### src/rtl/eepc_pkg.sv
package eepc_pkg;
   typedef enum logic [2:0] {
      CMD_NONE  = 3'd0,
      CMD_WEN   = 3'd1,
      CMD_WDIS  = 3'd2,
      CMD_STRD  = 3'd3,
      CMD_STWR  = 3'd4,
      CMD_ARWR  = 3'd5,
      CMD_ARRD  = 3'd6
   } cmd_e;

   typedef enum logic [1:0] {
      PH_IDLE  = 2'd0,
      PH_TIME  = 2'd1,
      PH_DRAIN = 2'd2
   } phase_e;

   localparam logic [7:0] BUSY_STATUS = 8'hFF;
endpackage

### src/rtl/eepc_range_guard.sv
module eepc_range_guard #(
   parameter int ADDR_W = 8
) (
   input  logic [1:0]        bp_i,
   input  logic [ADDR_W-1:0] addr_i,
   output logic              locked_o
);
   if (ADDR_W < 2) begin : g_bad_width
      $error("eepc_range_guard: ADDR_W must be at least 2");
   end

   logic top_half;
   logic top_quarter;

   assign top_half    = addr_i[ADDR_W-1];
   assign top_quarter = addr_i[ADDR_W-1] & addr_i[ADDR_W-2];

   always_comb begin
      unique case (bp_i)
         2'b00:   locked_o = 1'b0;
         2'b01:   locked_o = top_quarter;
         2'b10:   locked_o = top_half;
         default: locked_o = 1'b1;
      endcase
   end
endmodule

### src/rtl/eepc_page_buffer.sv
module eepc_page_buffer #(
   parameter int ADDR_W     = 8,
   parameter int PAGE_BYTES = 4
) (
   input  logic                          clk_i,
   input  logic                          rst_ni,
   input  logic                          clr_i,
   input  logic                          load_addr_i,
   input  logic [ADDR_W-1:0]             addr_i,
   input  logic                          load_data_i,
   input  logic [7:0]                    data_i,
   input  logic [$clog2(PAGE_BYTES)-1:0] rd_idx_i,
   output logic [ADDR_W-1:0]             rd_addr_o,
   output logic [7:0]                    rd_data_o,
   output logic                          rd_valid_o,
   output logic                          any_valid_o
);
   localparam int IDX_W = $clog2(PAGE_BYTES);

   if (PAGE_BYTES < 2 || (1 << IDX_W) != PAGE_BYTES) begin : g_bad_page
      $error("eepc_page_buffer: PAGE_BYTES must be a power of two >= 2");
   end
   if (ADDR_W <= IDX_W) begin : g_bad_addr
      $error("eepc_page_buffer: ADDR_W must exceed log2(PAGE_BYTES)");
   end

   logic [ADDR_W-1:IDX_W]  base_q;
   logic [IDX_W-1:0]       ptr_q;
   logic [7:0]             slot_data [PAGE_BYTES];
   logic [PAGE_BYTES-1:0]  slot_vld;

   always_ff @(posedge clk_i or negedge rst_ni) begin
      if (!rst_ni) begin
         base_q <= '0;
         ptr_q  <= '0;
      end else if (load_addr_i) begin
         base_q <= addr_i[ADDR_W-1:IDX_W];
         ptr_q  <= addr_i[IDX_W-1:0];
      end else if (load_data_i) begin
         ptr_q  <= ptr_q + 1'b1;
      end
   end

   for (genvar g = 0; g < PAGE_BYTES; g++) begin : g_slot
      logic [7:0] byte_q;
      logic       vld_q;
      logic       hit;

      assign hit = load_data_i && (ptr_q == IDX_W'(g));

      always_ff @(posedge clk_i or negedge rst_ni) begin
         if (!rst_ni) begin
            byte_q <= '0;
            vld_q  <= 1'b0;
         end else if (clr_i || load_addr_i) begin
            vld_q  <= 1'b0;
         end else if (hit) begin
            byte_q <= data_i;
            vld_q  <= 1'b1;
         end
      end

      assign slot_data[g] = byte_q;
      assign slot_vld[g]  = vld_q;
   end

   assign rd_addr_o   = {base_q, rd_idx_i};
   assign rd_data_o   = slot_data[rd_idx_i];
   assign rd_valid_o  = slot_vld[rd_idx_i];
   assign any_valid_o = |slot_vld;
endmodule

### src/rtl/eepc_prog_timer.sv
module eepc_prog_timer #(
   parameter int PROG_CYCLES = 1_000_000
) (
   input  logic clk_i,
   input  logic rst_ni,
   input  logic start_i,
   output logic expire_o
);
   localparam int CNT_W = $clog2(PROG_CYCLES + 1);

   if (PROG_CYCLES < 1) begin : g_bad_time
      $error("eepc_prog_timer: PROG_CYCLES must be at least 1");
   end

   logic [CNT_W-1:0] cnt_q;

   always_ff @(posedge clk_i or negedge rst_ni) begin
      if (!rst_ni) begin
         cnt_q <= '0;
      end else if (start_i) begin
         cnt_q <= CNT_W'(PROG_CYCLES);
      end else if (cnt_q != '0) begin
         cnt_q <= cnt_q - 1'b1;
      end
   end

   assign expire_o = (cnt_q == CNT_W'(1));
endmodule

### src/rtl/eeprom_prog_ctrl.sv
module eeprom_prog_ctrl
   import eepc_pkg::*;
#(
   parameter int         ADDR_W      = 8,
   parameter int         PAGE_BYTES  = 4,
   parameter int         PROG_CYCLES = 1_000_000,
   parameter logic [1:0] BP_RESET    = 2'b00
) (
   input  logic              clk_i,
   input  logic              rst_ni,
   input  logic              wr_permit_i,
   input  logic              cmd_vld_i,
   input  logic [2:0]        cmd_i,
   input  logic              addr_vld_i,
   input  logic [ADDR_W-1:0] addr_i,
   input  logic              data_vld_i,
   input  logic [7:0]        data_i,
   input  logic              end_vld_i,
   input  logic              end_ok_i,
   output logic [7:0]        status_o,
   output logic              busy_o,
   output logic              mem_we_o,
   output logic [ADDR_W-1:0] mem_addr_o,
   output logic [7:0]        mem_wdata_o
);
   localparam int IDX_W = $clog2(PAGE_BYTES);
   localparam logic [IDX_W-1:0] LAST_IDX = IDX_W'(PAGE_BYTES - 1);

   if (ADDR_W < 2 || ADDR_W > 24) begin : g_bad_addr
      $error("eeprom_prog_ctrl: ADDR_W out of range");
   end

   phase_e           phase_q;
   logic [IDX_W-1:0] drain_q;
   logic             wel_q;
   logic [1:0]       bp_q;
   logic             op_sr_q;

   cmd_e             frm_cmd_q;
   logic             frm_live_q;
   logic             addr_seen_q;
   logic             sr_seen_q;
   logic [7:0]       sr_byte_q;

   cmd_e             cmd_in;
   logic             addr_take;
   logic             data_take;
   logic             sr_take;
   logic             buf_clr;
   logic             commit_ok;
   logic             expire;
   logic             drain_last;

   logic [ADDR_W-1:0] rd_addr;
   logic [7:0]        rd_data;
   logic              rd_valid;
   logic              any_valid;
   logic              rd_locked;

   assign cmd_in     = cmd_e'(cmd_i);
   assign busy_o     = (phase_q != PH_IDLE);
   assign buf_clr    = cmd_vld_i && !busy_o;
   assign addr_take  = addr_vld_i && frm_live_q && (frm_cmd_q == CMD_ARWR) && !addr_seen_q;
   assign data_take  = data_vld_i && frm_live_q && (frm_cmd_q == CMD_ARWR) && addr_seen_q;
   assign sr_take    = data_vld_i && frm_live_q && (frm_cmd_q == CMD_STWR) && !sr_seen_q;
   assign drain_last = (phase_q == PH_DRAIN) && (drain_q == LAST_IDX);

   always_comb begin
      commit_ok = 1'b0;
      if (end_vld_i && end_ok_i && frm_live_q && !busy_o && wr_permit_i && wel_q) begin
         commit_ok = ((frm_cmd_q == CMD_ARWR) && any_valid)
                  || ((frm_cmd_q == CMD_STWR) && sr_seen_q);
      end
   end

   // frame tracking
   always_ff @(posedge clk_i or negedge rst_ni) begin
      if (!rst_ni) begin
         frm_cmd_q   <= CMD_NONE;
         frm_live_q  <= 1'b0;
         addr_seen_q <= 1'b0;
         sr_seen_q   <= 1'b0;
         sr_byte_q   <= '0;
      end else if (cmd_vld_i) begin
         frm_cmd_q   <= cmd_in;
         frm_live_q  <= !busy_o;
         addr_seen_q <= 1'b0;
         sr_seen_q   <= 1'b0;
      end else if (end_vld_i) begin
         frm_live_q  <= 1'b0;
      end else begin
         if (addr_take) addr_seen_q <= 1'b1;
         if (sr_take) begin
            sr_seen_q <= 1'b1;
            sr_byte_q <= data_i;
         end
      end
   end

   // enable latch and protect bits
   always_ff @(posedge clk_i or negedge rst_ni) begin
      if (!rst_ni) begin
         wel_q <= 1'b0;
         bp_q  <= BP_RESET;
      end else begin
         if (cmd_vld_i && !busy_o && cmd_in == CMD_WEN) begin
            wel_q <= 1'b1;
         end else if (cmd_vld_i && !busy_o && cmd_in == CMD_WDIS) begin
            wel_q <= 1'b0;
         end else if (drain_last) begin
            wel_q <= 1'b0;
         end
         if (drain_last && op_sr_q) begin
            bp_q <= sr_byte_q[3:2];
         end
      end
   end

   // program cycle sequencer
   always_ff @(posedge clk_i or negedge rst_ni) begin
      if (!rst_ni) begin
         phase_q <= PH_IDLE;
         drain_q <= '0;
         op_sr_q <= 1'b0;
      end else begin
         unique case (phase_q)
            PH_IDLE: if (commit_ok) begin
               phase_q <= PH_TIME;
               op_sr_q <= (frm_cmd_q == CMD_STWR);
            end
            PH_TIME: if (expire) begin
               phase_q <= PH_DRAIN;
               drain_q <= '0;
            end
            PH_DRAIN: begin
               if (drain_last) phase_q <= PH_IDLE;
               drain_q <= drain_q + 1'b1;
            end
            default: phase_q <= PH_IDLE;
         endcase
      end
   end

   eepc_prog_timer #(
      .PROG_CYCLES (PROG_CYCLES)
   ) u_timer (
      .clk_i    (clk_i),
      .rst_ni   (rst_ni),
      .start_i  (commit_ok),
      .expire_o (expire)
   );

   eepc_page_buffer #(
      .ADDR_W     (ADDR_W),
      .PAGE_BYTES (PAGE_BYTES)
   ) u_page (
      .clk_i       (clk_i),
      .rst_ni      (rst_ni),
      .clr_i       (buf_clr),
      .load_addr_i (addr_take),
      .addr_i      (addr_i),
      .load_data_i (data_take),
      .data_i      (data_i),
      .rd_idx_i    (drain_q),
      .rd_addr_o   (rd_addr),
      .rd_data_o   (rd_data),
      .rd_valid_o  (rd_valid),
      .any_valid_o (any_valid)
   );

   eepc_range_guard #(
      .ADDR_W (ADDR_W)
   ) u_guard (
      .bp_i     (bp_q),
      .addr_i   (rd_addr),
      .locked_o (rd_locked)
   );

   assign mem_we_o    = (phase_q == PH_DRAIN) && !op_sr_q && rd_valid && !rd_locked;
   assign mem_addr_o  = rd_addr;
   assign mem_wdata_o = rd_data;
   assign status_o    = busy_o ? BUSY_STATUS : {4'b0000, bp_q, wel_q, 1'b0};
endmodule

### config.mk
export PLATFORM = sky130hd
export DESIGN_NAME = eeprom_prog_ctrl
export DESIGN_NICKNAME = d
export VERILOG_FILES = /design/src/rtl/eepc_pkg.sv /design/src/rtl/eepc_range_guard.sv /design/src/rtl/eepc_page_buffer.sv /design/src/rtl/eepc_prog_timer.sv /design/src/rtl/eeprom_prog_ctrl.sv
export SDC_FILE = /design/constraint.sdc
export NUM_CORES = 1
export LEC_CHECK = 0
export BUFFER_PORTS_ARGS = -buffer_cell sky130_fd_sc_hd__buf_4
export CAP_MARGIN = 0
export CORE_MARGIN = 3
export CORE_UTILIZATION = 45
export DETAILED_ROUTE_END_ITERATION = 8
export PLACE_DENSITY = 0.64
export RECOVER_POWER = 50
export SYNTH_ARGS = -nofsm -noshare
export SYNTH_HDL_FRONTEND = slang
export SYNTH_HIERARCHICAL = 1
export SYNTH_SLANG_ARGS = --single-unit
### constraint.sdc
create_clock -name clk_i -period 2.95 [get_ports clk_i]
set_clock_uncertainty 0.1 [all_clocks]
set_input_delay 0.59 -clock clk_i [delete_from_list [all_inputs] [get_ports clk_i]]
set_output_delay 0.59 -clock clk_i [all_outputs]
set_load 0.01 [all_outputs]
==> run_results.csv, run 1 <==
group,metric,value,unit
clock_tree,cts_tree,"done",
floorplan,die_h,103,um
synth,synth_warnings,6,
finish,antenna_cells,0,
worst_setup_path,cp_data_required_time,2.26,ns
sta,worstMarginPinSlew,1.09,ns
clock_tree,clock_path_buffers,2,
clock_tree,clk_pin_slew,0.10,ns
pwr,p_leak,2.15,nW
synth,ys_ff_latch,80,
grt,grt_pass1_vias,2895,
synth,postSynthAreaPerCell,12.5,um2
synth,synthXorXnorAreaFrac,0.206,%
finish,drive_gt1_share,36.2,%
clock_tree,cts_buffers,9,
worst_setup_path,r2r_slack,0.43,ns
synth,synth_fa_ha_area_share,2.36,%
route,wire_per_inst,17.1,um
clock_tree,clk_latency,0.35,ns
sta,max_freq,0.392,GHz
floorplan,initial_utilization,47.5,%
route,drtIter0Drc,130,
synth,synth.largest_area_cell,"dfrtp_1",
route,wl_met2,4.06,mm
worst_setup_path,path_class,"reg -> out",
finish,final_area,4880,um2
synth,synth_top_family_by_area,"multiplexers",
grt,grt_pass1_wl,14.3,mm
run_status,status,"finished, final reports clean",
floorplan,die_area,10600,um2
floorplan,ioPinCount,53,
grt,grt_max_degree,44,
route,first_pass_iters,4,
worst_setup_path,endpoint_kind,"output port",
floorplan,rows,34,
synth,yosysSeqAreaShare,47.2,%
finish,final_cell_count_no_fill,503,
route,viasPerCell,5.69,
sta,fin_crit,2.55,ns
route,vias,2864,
clock_tree,clock_sinks,80,
clock_tree,htreeDepth,3,
clock_tree,cts_setup_buffers,0,
pwr,p_per_area,527,nW/um2
floorplan,design.core.area,8930,um2
synth,syn_inst,340,
route,top_layer_used,"met4",
synth,synth_edf_count,0,
synth,yosysMostFrequentCell,"dfrtp_1",
placement,gp_congestion,0.765,
clock_tree,cts_root_buf,"clkbuf_8",
clock_tree,holdBufCountCts,0,
route,drc_errors,0,
grt,grtUsageTotal,17.4,%
placement,place_area,4680,um2
route,met1_length,4.06,mm
synth,yosysUniqueCellTypes,52,
synth,syn-cell-area,4250,um2
sta,fin_crit_sh,86.4,%
hold_path,hp-class,"in -> async",
placement,io_buffers,52,
route,wl_met3,380,um
sta,rsz0062_at_grt,"false",
synth,synth-async-reset-ratio,100,%
synth,synthTopCellsByCount,"80 x dfrtp_1, 32 x mux2_4, 23 x nor2_1, 20 x mux2_2, 13 x nand2_1",
grt,antenna_found_initial,0,
synth,synthSimpleGateAreaFrac,16.2,%
worst_setup_path,worstPathMaxFanout,8,
synth,synth_top_area_share,47.2,%
sta,setup_viol,0,
worst_setup_path,crit_arrival,1.86,ns
route,wl,8.61,mm
worst_setup_path,rr_startpoint,"u_page/g_slot[1].vld_q$_DFFE_PN0P_",
sta,tns,0,ns
floorplan,die_w,103,um
worst_setup_path,startpoint,"drain_q[0]$_DFFE_PN0P_",
synth,synth_flop_cell,"dfrtp_1",
grt,grt_overflow,0,
sta,slew_violations,0,
placement,place_inst,487,
synth,synth-compound-area-share,5.95,%
sta,relSlewSlack,27.1,%
sta,hold_viol,0,
finish,area_growth,14.9,%
worst_setup_path,worstReg2RegEnd,"u_timer/cnt_q[7]$_DFFE_PN0P_",
synth,netlist_top_cells_area,"dfrtp_1 47%, mux2_4 11%, mux2_2 5.3%",
synth,synthMuxAreaShare,23.1,%
flow_run,drv_cap,0,
pwr,ir_drop,0.000305,V
finish,finish.net_count,425,
clock_tree,post_cts_resized,0,
placement,hpwl,6.15,mm
worst_setup_path,worst_setup_path_start_kind,"register",
synth,syn-num-nets,375,
worst_setup_path,worstRegToRegCells,8,
route,drtAntennaViolNets,0,
## routing by layer
layer / vias up / track usage, %
met4: 0 / 5.08
li1: 1354 / -
met1: 1431 / 24.4
met5: - / 0
met3: 10 / 2.84
met2: 69 / 27.9
## critical path, cell delays in order (launching register included)
cell     delay [ns]
dfrtp_1        0.52
buf_4          0.28
mux4_2         0.55
buf_4          0.16
## metrics by stage
stage                     total power, W  hold slack, ns  worst slack, ns  util, %
final                            0.00257           0.130            0.402     54.6
after global placement           0.00167           0.366            0.507     52.4
after detailed placement         0.00169           0.362            0.460     52.4
after CTS                        0.00262           0.142            0.360     55.0
after floorplan                  0.00152           0.194            0.607        -
after global routing             0.00272           0.150            0.288     54.6
## cells in the final DEF, fill, tap and decap left out, types with 3 or more instances in the layout
cell	n
a21oi_1	12
mux4_2	9
mux2_4	32
nand4_1	7
nor4_1	4
clkbuf_1	9
o31ai_1	6
or4_1	7
ha_1	8
a211oi_1	3
and4bb_1	4
or3_1	8
nand2_1	13
inv_1	10
buf_4	54
nor2b_1	8
nor2_1	23
nand3_1	7
clkbuf_8	9
mux2i_1	6
o21ai_0	6
dfrtp_1	80
nor3_1	7
mux2_2	20
or2_2	4
## layout make-up
type | count | area [um2]
Clock buffer | 9 | 124
Fill cell | 804 | 4060
Inverter | 10 | 37.5
Timing Repair Buffer | 63 | 439
Tap cell | 108 | 135
Multi-Input combinational cell | 226 | 2030
Sequential cell | 80 | 2000
Clock inverter | 7 | 109
## power by group
group          total, W  switching, W  internal, W
Clock          0.000933      0.000437     0.000496
Combinational  0.000341      0.000162     0.000178
Sequential      0.00130      0.000105      0.00119
Total           0.00257      0.000705      0.00187
## kinds of logic (layout without fill, tap and decap cells)
| group | after synthesis | count (layout) |
|---|---|---|
| muxes | 68 | 68 |
| adders and majority gates | 8 | 8 |
| AOI/OAI and AO/OA | 39 | 39 |
| and+or+nand+nor | 110 | 110 |
| buffers and inverters | 34 | 89 |
| xor gates and xnor gates | 1 | 1 |
| DFF | 80 | 80 |
## flip-flops by register name, summed over array words and instances, names as in the netlist
signal	flops
sr_seen_q	1
op_sr_q	1
drain_q	2
frm_live_q	1
u_page/g_slot.byte_q	32
wel_q	1
bp_q	2
u_timer/cnt_q	20
phase_q	2
sr_byte_q	2
u_page/g_slot.vld_q	4
u_page/base_q	6
u_page/ptr_q	2
frm_cmd_q	3
addr_seen_q	1
## worst max-delay path by stage
stage                                          to  depth (start not counted)
floorplan            u_timer/cnt_q[4]$_DFFE_PN0P_                          8
finish                             mem_wdata_o[3]                          3
detailed placement   u_timer/cnt_q[6]$_DFFE_PN0P_                          7
CTS                                mem_wdata_o[3]                          3
global route        u_timer/cnt_q[11]$_DFFE_PN0P_                          7
global placement     u_timer/cnt_q[3]$_DFFE_PN0P_                          7
Note: power is estimated with default switching activity, not from simulation.
==> run 2, diff against run 1 <==
--- a/config.mk
+++ b/config.mk
@@ -7,10 +7,11 @@
 export LEC_CHECK = 0
 export BUFFER_PORTS_ARGS = -buffer_cell sky130_fd_sc_hd__buf_4
 export CAP_MARGIN = 0
+export CORE_ASPECT_RATIO = 1.1
 export CORE_MARGIN = 3
 export CORE_UTILIZATION = 45
 export DETAILED_ROUTE_END_ITERATION = 8
-export PLACE_DENSITY = 0.64
+export PLACE_DENSITY_LB_ADDON = 0.3
 export RECOVER_POWER = 50
 export SYNTH_ARGS = -nofsm -noshare
 export SYNTH_HDL_FRONTEND = slang
==> run 2 against run 1 <==
The run now ends with capacitance limit, slew limit left. Clock-buffer cell count did not move. First-iteration DRC count is 25% lower. Die area barely moved. Hold slack better by 0.21 ns. Sequential share of layout area decreased by 0.095 points. Core utilization decreased by 0.33 points. Register-to-register slack better by 0.02 ns. Maximum frequency shrank 2.4%. Cell count up 1.4%. Sequential power barely moved. Clock power shrank 7.0%. Non-clock buffer count increased by 1.
==> run_results.csv, run 2 (same netlist as run 1, synthesis figures left out) <==
group,metric,value,unit
run_status,status,"finished, violations left",
run_status,violations,"capacitance limit, slew limit",
pwr,p_clk_share,34.5,%
route,first_pass_iters,4,
clock_tree,clk_pin_slew,0.09,ns
sta,fin_crit_sh,88.5,%
hold_path,hold_end,"wel_q$_DFFE_PN0P_",
worst_setup_path,cp_slowest_stage_delay,0.59,ns
finish,final_cell_count_no_fill,510,
finish,antenna_cells,0,
grt,grtUsageTotal,17.4,%
pwr,power_switching,0.000728,W
finish,layout_commonest_cell,"dfrtp_1",
clock_tree,post_cts_resized,0,
placement,place_area,4710,um2
sta,relSlewSlack,-41.1,%
finish,seq_area,2000,um2
clock_tree,clock_sinks,80,
finish,largestRegisters,"u_page/g_slot.byte_q x32, u_timer/cnt_q x20, u_page/base_q x6",
floorplan,initial_utilization,47.1,%
worst_setup_path,r2r_slack,0.45,ns
clock_tree,htreeDepth,3,
pwr,intPower,0.00179,W
route,drtAntennaViolNets,0,
worst_setup_path,cp_data_required_time,2.26,ns
sta,rsz0062_at_grt,"false",
worst_setup_path,worstPathMaxFanout,12,
clock_tree,cts_buffers,9,
grt,antenna_found_initial,0,
finish,drive_gt1_share,36.9,%
placement,gp_congestion,0.847,
worst_setup_path,worst_setup_path_start_kind,"register",
sta,tns,0,ns
route,drtIter0Drc,98,
pwr,p_sw_share,28.9,%
worst_setup_path,cpMaxStageDelayCell,"clkbuf_1",
finish,finish.net_count,426,
clock_tree,cts_tree,"done",
worst_setup_path,worstReg2RegEnd,"u_timer/cnt_q[6]$_DFFE_PN0P_",
route,viasPerCell,5.50,
worst_setup_path,worstRegToRegCells,7,
floorplan,die_w,98.6,um
finish,area_growth,15.1,%
sta,fin_crit,2.61,ns
grt,grt_max_degree,44,
floorplan,rows,36,
sta,worstMarginPinSlew,2.12,ns
sta,max_freq,0.383,GHz
pwr,p_comb_share,14.0,%
worst_setup_path,rr_startpoint,"u_page/g_slot[1].vld_q$_DFFE_PN0P_",
sta,hold_viol,0,
clock_tree,cts_setup_buffers,0,
hold_path,min-delay-start,"cmd_i[1]",
pwr,p_per_area,515,nW/um2
floorplan,design.core.area,9010,um2
finish,layout_common_cells,"80 x dfrtp_1, 56 x buf_4, 32 x mux2_4",
pwr,p_leak,2.15,nW
clock_tree,cts_root_buf,"clkbuf_8",
placement,place_inst,494,
floorplan,ioPinCount,53,
floorplan,die_h,108,um
worst_setup_path,path_buf_inv,2,
placement,hpwl,6.22,mm
route,drc_errors,0,
worst_setup_path,critical_path.top_delay_family,"buffers and inverters",
route,wire_per_inst,17.3,um
pwr,ir_drop,0.000417,V
floorplan,die_area,10600,um2
grt,grt_pass1_vias,2946,
hold_path,min_delay_path_depth,2,
flow_run,drv_cap,1,
sta,slew_violations,38,
finish,fill_cells,798,
clock_tree,clk_latency,0.36,ns
finish,regMostFlops,"u_page/g_slot.byte_q",
hold_path,hp-class,"in -> reg",
clock_tree,holdBufCountCts,0,
finish,largest_reg_flops,32,
grt,grt_overflow,0,
worst_setup_path,path_class,"reg -> out",
worst_setup_path,worstPathCellList,"clkbuf_1 > mux4_2 > buf_4",
finish,final_util,54.3,%
pwr,seqPwrFrac,51.5,%
worst_setup_path,endpoint_kind,"output port",
route,wl,8.83,mm
finish,multi_input_area,2030,um2
route,vias,2807,
placement,io_buffers,52,
sta,setup_viol,0,
finish,final_area,4890,um2
grt,grt_pass1_wl,14.7,mm
worst_setup_path,crit_arrival,1.92,ns
clock_tree,clock_path_buffers,2,
[run 2: power groups by stage]
stage                     sequential [W]  clock, W  combinational (W)
after global routing             0.00131  0.000947           0.000399
after global placement           0.00131         0           0.000357
after floorplan                  0.00131         0           0.000204
after detailed placement         0.00132         0           0.000372
after CTS                        0.00130  0.000892           0.000373
final                            0.00130  0.000868           0.000353
[run 2: layout make-up]
type                    count  area share (%)
well taps                 114            2.92
flip-flops and latches     80            41.0
multi-input cells         226            41.5
clock inverters             7            1.74
inverters                  10           0.768
clock buffers               9            2.53
repair buffers             64            9.55
[run 2: worst max-delay path by stage]
stage	cells past startpoint	start	endpoint
after CTS	7	u_page/g_slot[1].vld_q$_DFFE_PN0P_	u_timer/cnt_q[6]$_DFFE_PN0P_
final	3	drain_q[1]$_DFFE_PN0P_	mem_wdata_o[3]
after global placement	7	u_page/g_slot[1].vld_q$_DFFE_PN0P_	u_timer/cnt_q[6]$_DFFE_PN0P_
after floorplan	8	u_page/g_slot[1].vld_q$_DFFE_PN0P_	u_timer/cnt_q[4]$_DFFE_PN0P_
after detailed placement	7	u_page/g_slot[1].vld_q$_DFFE_PN0P_	u_timer/cnt_q[6]$_DFFE_PN0P_
after global routing	3	drain_q[1]$_DFFE_PN0P_	mem_wdata_o[7]
[run 2: through the flow]
stage | setup slack (ns) | hold slack (ns) | power, W
final | 0.340 | 0.337 | 0.00252
after global routing | 0.267 | 0.330 | 0.00266
after CTS | 0.412 | 0.112 | 0.00256
after detailed placement | 0.424 | 0.358 | 0.00169
after global placement | 0.512 | 0.361 | 0.00167
after floorplan | 0.607 | 0.194 | 0.00152
[run 2: per-layer routing]
| layer | GRT usage (%) | part of all wire, % | vias up |
|---|---|---|---|
| met1 | 24.1 | 46 | 1411 |
| met3 | 3.05 | 3.4 | 9 |
| met5 | 0 | 0 | - |
| met4 | 6.54 | 1.5 | 0 |
| li1 | - | - | 1341 |
| met2 | 27.5 | 49 | 46 |
